`src/rtl/rt_pkg.sv`:
```
package rt_pkg;

    typedef struct packed {
        logic zero;
        logic load;
        logic cmp;
        logic repz;
    } rt_evt_t;

    typedef enum logic {
        DIR_DOWN = 1'b0,
        DIR_UP   = 1'b1
    } rt_dir_e;

endpackage

```
`src/rtl/rt_counter.sv`:
```
module rt_counter
    import rt_pkg::*;
#(
    parameter int CNT_W = 16
) (
    input  logic             clk,
    input  logic             rst_n,
    input  logic             en,
    input  logic             up_mode,
    input  logic [CNT_W-1:0] period,
    input  logic [CNT_W-1:0] cmp_val,
    output logic [CNT_W-1:0] cnt,
    output logic             reload_pt,
    output logic             raw_load,
    output logic             raw_cmp
);

    localparam logic [CNT_W-1:0] ONE  = {{(CNT_W-1){1'b0}}, 1'b1};
    localparam logic [CNT_W-1:0] ZERO = '0;

    typedef struct packed {
        logic [CNT_W-1:0] cnt;
        logic             loaded;
    } cnt_state_t;

    cnt_state_t s_d, s_q;
    rt_dir_e    dir;
    logic       at_zero;
    logic       at_top;

    always_comb begin
        dir       = rt_dir_e'(up_mode);
        at_zero   = (s_q.cnt == ZERO);
        at_top    = (s_q.cnt == period);
        s_d       = s_q;
        s_d.loaded = 1'b0;
        if (en) begin
            if (dir == DIR_DOWN) begin
                if (at_zero) begin
                    s_d.cnt    = period;
                    s_d.loaded = 1'b1;
                end else begin
                    s_d.cnt = s_q.cnt - ONE;
                end
            end else begin
                if (at_top) begin
                    s_d.cnt    = ZERO;
                    s_d.loaded = 1'b1;
                end else begin
                    s_d.cnt = s_q.cnt + ONE;
                end
            end
        end
    end

    always_ff @(posedge clk) begin
        if (!rst_n) begin
            s_q <= '0;
        end else begin
            s_q <= s_d;
        end
    end

    assign cnt       = s_q.cnt;
    assign reload_pt = en && at_zero;
    assign raw_load  = s_q.loaded;
    assign raw_cmp   = en && (s_q.cnt == cmp_val);

    // a stopped timer keeps its value
    p_hold_r4: assert property (@(posedge clk) disable iff (!rst_n)
        !en |=> $stable(cnt));

    // nonzero value steps down by one
    p_down_step_r2: assert property (@(posedge clk) disable iff (!rst_n)
        (en && !up_mode && cnt != ZERO) |=> (cnt == $past(cnt) - ONE));

    // zero reloads the period and flags a load
    p_down_reload_r2: assert property (@(posedge clk) disable iff (!rst_n)
        (en && !up_mode && cnt == ZERO) |=> (cnt == $past(period) && raw_load));

    // top value wraps to zero
    p_up_wrap_r3: assert property (@(posedge clk) disable iff (!rst_n)
        (en && up_mode && cnt == period) |=> (cnt == ZERO && raw_load));

endmodule

```
`src/rtl/rt_repeat.sv`:
```
module rt_repeat #(
    parameter int RC_W = 8
) (
    input  logic            clk,
    input  logic            rst_n,
    input  logic            reload_pt,
    input  logic [RC_W-1:0] rep_load,
    output logic [RC_W-1:0] rc,
    output logic            match,
    output logic            rc_zero
);

    localparam logic [RC_W-1:0] RC_ONE = {{(RC_W-1){1'b0}}, 1'b1};

    typedef struct packed {
        logic [RC_W-1:0] rc;
    } rep_state_t;

    rep_state_t r_d, r_q;

    always_comb begin
        r_d = r_q;
        if (reload_pt) begin
            if (r_q.rc == rep_load) begin
                r_d.rc = '0;
            end else begin
                r_d.rc = r_q.rc + RC_ONE;
            end
        end
    end

    always_ff @(posedge clk) begin
        if (!rst_n) begin
            r_q <= '0;
        end else begin
            r_q <= r_d;
        end
    end

    assign rc      = r_q.rc;
    assign match   = (r_q.rc == rep_load);
    assign rc_zero = (r_q.rc == '0);

    // no reload point, no movement
    p_rc_hold_r5: assert property (@(posedge clk) disable iff (!rst_n)
        !reload_pt |=> $stable(rc));

    // unmatched reload advances by one
    p_rc_inc_r5: assert property (@(posedge clk) disable iff (!rst_n)
        (reload_pt && rc != rep_load) |=> (rc == $past(rc) + RC_ONE));

    // matched reload clears
    p_rc_clear_r6: assert property (@(posedge clk) disable iff (!rst_n)
        (reload_pt && rc == rep_load) |=> rc_zero);

endmodule

```
`src/rtl/rt_gate.sv`:
```
module rt_gate
    import rt_pkg::*;
(
    input  logic    clk,
    input  logic    rst_n,
    input  logic    reload_pt,
    input  logic    raw_load,
    input  logic    raw_cmp,
    input  logic    match,
    input  logic    rc_zero,
    input  logic    sup_lz,
    input  logic    sup_cmp,
    output rt_evt_t evt
);

    rt_evt_t e_d, e_q;
    logic    lz_open_zero;
    logic    lz_open_load;
    logic    cmp_open;

    always_comb begin
        lz_open_zero = !sup_lz || match;
        lz_open_load = !sup_lz || rc_zero;
        cmp_open     = !sup_cmp || rc_zero;
        e_d.zero     = reload_pt && lz_open_zero;
        e_d.load     = raw_load && lz_open_load;
        e_d.cmp      = raw_cmp && cmp_open;
        e_d.repz     = reload_pt && match;
    end

    always_ff @(posedge clk) begin
        if (!rst_n) begin
            e_q <= '0;
        end else begin
            e_q <= e_d;
        end
    end

    assign evt = e_q;

    // a suppressed-mode zero event only comes with the repeat-zero pulse
    p_zero_qual_r7: assert property (@(posedge clk) disable iff (!rst_n)
        ($past(sup_lz) && evt.zero) |-> evt.repz);

    // a suppressed-mode compare event only while the repeat counter was idle
    p_cmp_qual_r8: assert property (@(posedge clk) disable iff (!rst_n)
        ($past(sup_cmp) && evt.cmp) |-> $past(rc_zero));

    // without suppression each reload point yields a zero event
    p_pass_r9: assert property (@(posedge clk) disable iff (!rst_n)
        (!sup_lz && reload_pt) |=> evt.zero);

endmodule

```
`src/rtl/rep_timer.sv`:
```
module rep_timer
    import rt_pkg::*;
#(
    parameter int CNT_W = 16,
    parameter int RC_W  = 8
) (
    input  logic             clk,
    input  logic             rst_n,
    input  logic             en,
    input  logic             up_mode,
    input  logic [CNT_W-1:0] period,
    input  logic [CNT_W-1:0] cmp_val,
    input  logic [RC_W-1:0]  rep_load,
    input  logic             sup_lz,
    input  logic             sup_cmp,
    output logic             zero_evt,
    output logic             load_evt,
    output logic             cmp_evt,
    output logic             repz_evt,
    output logic [CNT_W-1:0] cnt,
    output logic [RC_W-1:0]  rep_cnt
);

    logic    reload_pt;
    logic    raw_load;
    logic    raw_cmp;
    logic    match;
    logic    rc_zero;
    rt_evt_t evt;

    rt_counter #(.CNT_W(CNT_W)) u_counter (
        .clk       (clk),
        .rst_n     (rst_n),
        .en        (en),
        .up_mode   (up_mode),
        .period    (period),
        .cmp_val   (cmp_val),
        .cnt       (cnt),
        .reload_pt (reload_pt),
        .raw_load  (raw_load),
        .raw_cmp   (raw_cmp)
    );

    rt_repeat #(.RC_W(RC_W)) u_repeat (
        .clk       (clk),
        .rst_n     (rst_n),
        .reload_pt (reload_pt),
        .rep_load  (rep_load),
        .rc        (rep_cnt),
        .match     (match),
        .rc_zero   (rc_zero)
    );

    rt_gate u_gate (
        .clk       (clk),
        .rst_n     (rst_n),
        .reload_pt (reload_pt),
        .raw_load  (raw_load),
        .raw_cmp   (raw_cmp),
        .match     (match),
        .rc_zero   (rc_zero),
        .sup_lz    (sup_lz),
        .sup_cmp   (sup_cmp),
        .evt       (evt)
    );

    assign zero_evt = evt.zero;
    assign load_evt = evt.load;
    assign cmp_evt  = evt.cmp;
    assign repz_evt = evt.repz;

    // the repeat-zero pulse coincides with a cleared repeat counter
    p_repz_clear_r6: assert property (@(posedge clk) disable iff (!rst_n)
        repz_evt |-> (rep_cnt == '0));

    // a stopped cycle gives no zero or compare event next
    p_stop_quiet_r4: assert property (@(posedge clk) disable iff (!rst_n)
        !en |=> (!zero_evt && !cmp_evt));

endmodule

```
`config.mk`:
```
export PLATFORM = sky130hd
export DESIGN_NAME = rep_timer
export DESIGN_NICKNAME = d
export VERILOG_FILES = /design/src/rtl/rt_pkg.sv /design/src/rtl/rt_counter.sv /design/src/rtl/rt_repeat.sv /design/src/rtl/rt_gate.sv /design/src/rtl/rep_timer.sv
export SDC_FILE = /design/constraint.sdc
export NUM_CORES = 1
export LEC_CHECK = 0
export ABC_AREA = 1
export CAP_MARGIN = 20
export CORE_UTILIZATION = 40
export CTS_CLUSTER_DIAMETER = 80
export DETAILED_ROUTE_END_ITERATION = 10
export DONT_BUFFER_PORTS = 1
export GPL_TIMING_DRIVEN = 0
export SYNTH_ARGS = -nofsm -noshare
export SYNTH_HDL_FRONTEND = slang
export SYNTH_SLANG_ARGS = --single-unit
```
`constraint.sdc`:
```
create_clock -name clk -period 3.21 [get_ports clk]
set_input_delay 0.642 -clock clk [delete_from_list [all_inputs] [get_ports clk]]
set_output_delay 0.642 -clock clk [all_outputs]
set_load 0.02 [all_outputs]
```
==> flow_summary.yaml <==
pwr:
  swShare: 0.4378
  power.switching_uw: 525.8
  power.share.clock: 0.279
  p_comb_frac: 0.372
  power_density_nw_per_um2: 356.4
  cell_internal_pwr_uw: 675.3
  leakage_nw: 1.649
  peakVddDrop_uv: 163.9
  power_frac_seq: 0.349
route:
  dr.pass1.iters: 5
  detail-route-antenna-nets: 0
  drtIter0Drc: 246
  wire_per_inst_um: 16.33
  vias: 3531
  routed_wl_um: 10800
  viasPerCell: 5.342
  drc: 0
grt:
  grt_use_met2: 0.4489
  antenna_found_initial: 0
  grt_pass1_wl_um: 17270
  grt_usage: 0.2670
  use_met1: 0.3449
  grt_start_max_net_pins: 11
  met3_usage: 0.05640
  grt_pass1_vias: 3398
  top_usage_layer: "met2"
  grt_overflow_total: 0
worst_setup_path:
  r2r_slack_ns: 1.03
  cp_data_arrival_time_ns: 2.41
  worstSetupPathType: "flip-flop to flip-flop"
  required_ns: 3.44
  cp_slowest_cell: "dfxtp_1"
  cpMostUsedCell: "nor2_1"
  crit_chain: "inv_1 -> ha_1 -> nand2_1 -> nor2_1 -> buf_2 -> nand4_1 -> nor3_1 -> nor2_1 -> a21oi_1"
  worst_path_largest_cell_delay_ns: 0.45
  crit_buf_inv: 2
  path_max_fanout: 10
  setup.worst_path.end_class: "flip-flop"
  crit_family: "simple AND/OR/NAND/NOR gates"
  startpoint_type: "flip-flop"
timing:
  setup_viol: 0
  fin_worst_skew_ns: 0.007722
  timing.final.ws_setup_ns: 1.028
  rsz0062_at_grt: "false"
  maxSlewHeadroom: 0.5841
  worst_pin_slew_ns: 0.6238
  post-route-min-period_ns: 2.182
  fmaxAchievable_mhz: 458.4
  holdWs_ns: 0.4178
  maxSlewViolCount: 0
  tns_ns: 0
  fin_crit_sh: 0.6796
  hold_viol: 0
synth:
  synth_top_cell_area_share: 0.1986
  synth_area_leaders: "nand2_1 (20%), dfxtp_1 (18%), nand3_1 (11%), inv_1 (7.7%), xor2_1 (6.1%)"
  synthDistinctLibCells: 36
  synth_warnings: 0
  synth_seq_cells: 29
  syn_area_sq_um: 3157
  yosys.area.top_type: "nand2_1"
  async_flop_share: 0
  synth_area_per_cell_sq_um: 5.729
  syn_inst: 551
  synth_edf_count: 0
  synthesis.nets: 602
  dominantRegCellSynth: "dfxtp_1"
  yosysSeqAreaShare: 0.1839
cells_and_area:
  instances_no_fill: 661
  final_layout_size_suffix_gt1_frac: 0.1055
  syn_to_final_growth_pct: 6.778
  fin_nets: 609
  diodes: 0
  fin_util: 0.4385
clocking:
  clkTransAtPathRegs_ns: 0.07
  cts_resized: 0
  clockRootBuffer: "clkbuf_8"
  cts_sinks: 29
  max-clock-path-buffers: 2
  h-tree-depth: 2
  holdBufCountCts: 0
  cts_tree: "yes"
  post-cts-setup-buffer-count: 0
  numCtsBuffers: 5
  clkLatencyLatePin_ns: 0.30
floorplan:
  pin_count: 74
  core_sq_um: 7687
  initial_core_util: 0.4106
  fp-row-count: 32
  die_height_um: 90.84
  die-area_sq_um: 8251
  fp.dieW_um: 90.84
place:
  dp.cells: 653
  portBuffers: 0
  place_ws_ns: 1.080
  hpwl_um: 8113
  gp_congestion: 0.9662
flow_run:
  drv_cap: 0
run_status:
  outcome: "complete, no violations"
hold_path:
  holdCritPathClass: "input port to flip-flop"
==> worst paths after layout <==
path         depth (start not counted)                           from                            end
max                                  9  u_counter.cnt[0]$_SDFFE_PN0P_  u_counter.cnt[0]$_SDFFE_PN0P_
min                                  1                         sup_lz       u_gate.evt[3]$_SDFF_PN0_
max reg2reg                          9  u_counter.cnt[0]$_SDFFE_PN0P_  u_counter.cnt[0]$_SDFFE_PN0P_
min reg2reg                          2  u_counter.raw_load$_SDFF_PN0_       u_gate.evt[2]$_SDFF_PN0_
==> cells in the final DEF, fill, tap and decap left out, types with 2 or more instances in the layout <==
cell type and instances:
a21oi_1 29, a22o_1 2, buf_2 6, buf_4 10
buf_6 3, clkbuf_1 5, clkbuf_8 6, clkinv_1 2
clkinv_2 2, dfxtp_1 29, ha_1 5, inv_1 65
inv_2 5, nand2_1 167, nand2_2 5, nand3_1 69
nand4_1 14, nor2_1 51, nor2_2 7, nor2_4 7
nor3_1 5, nor4_1 3, o21ai_0 15, o22ai_1 3
or2_2 2, xnor2_1 9, xor2_1 22
==> through the flow <==
step / power, mW / cell area, sq um
after floorplan: 0.7590 / 3157
after global placement: 0.8628 / 3284
after detailed placement: 0.8664 / 3284
after CTS: 1.194 / 3371
after global routing: 1.275 / 3371
final: 1.201 / 3371
==> power by group through the flow <==
| stage | Combinational (mW) | Sequential, mW | Clock (mW) |
|---|---|---|---|
| after floorplan | 0.337 | 0.422 | 0 |
| after global placement | 0.435 | 0.427 | 0 |
| after detailed placement | 0.438 | 0.428 | 0 |
| after CTS | 0.440 | 0.420 | 0.334 |
| after global routing | 0.498 | 0.422 | 0.354 |
| final | 0.447 | 0.419 | 0.335 |
==> synthesized netlist by cell type, drive strengths merged, types with 7 or more instances <==
cell,n
clkbuf,7
dfxtp,29
inv,70
xor2,22
nand3,70
o21ai,16
nand2,172
a21oi,30
xnor2,9
buf,19
nand4,15
nor2,65
==> metal layers <==
layer | vias to the layer above | wire [um] | part of all wire
li1 | 1762 | - | -
met1 | 1616 | 4768 | 0.44
met2 | 144 | 5033 | 0.47
met3 | 9 | 911 | 0.084
met4 | 0 | 83 | 0.0077
met5 | - | 0 | 0
==> cells by family (layout without fill, tap and decap cells) <==
kind of cell             after synthesis  in the layout  share of synthesized area
AND/OR/NAND/NOR                      334            334                     0.4748
XOR/XNOR                              31             31                    0.08601
adder cells (fa/ha/maj)                5              5                    0.01982
buffers and inverters                 98            106                     0.1423
AO/OA/AOI/OAI                         54             54                    0.09315
flip-flops                            29             29                     0.1839
==> flip-flops by register name, summed over array words and instances (netlist names) <==
signal,flops
u_gate.evt,4
u_counter.cnt,16
u_counter.raw_load,1
u_repeat.rc,8
==> area by class of cell <==
type | instances | area (sq um)
well taps | 102 | 127.6
clock inverters | 3 | 17.52
flip-flops and latches | 29 | 580.6
clock buffers | 5 | 68.82
multi-input cells | 424 | 2127
fillers | 886 | 4317
inverters | 72 | 270.3
plain buffers | 26 | 178.9
(Power assumes the default switching activity.)
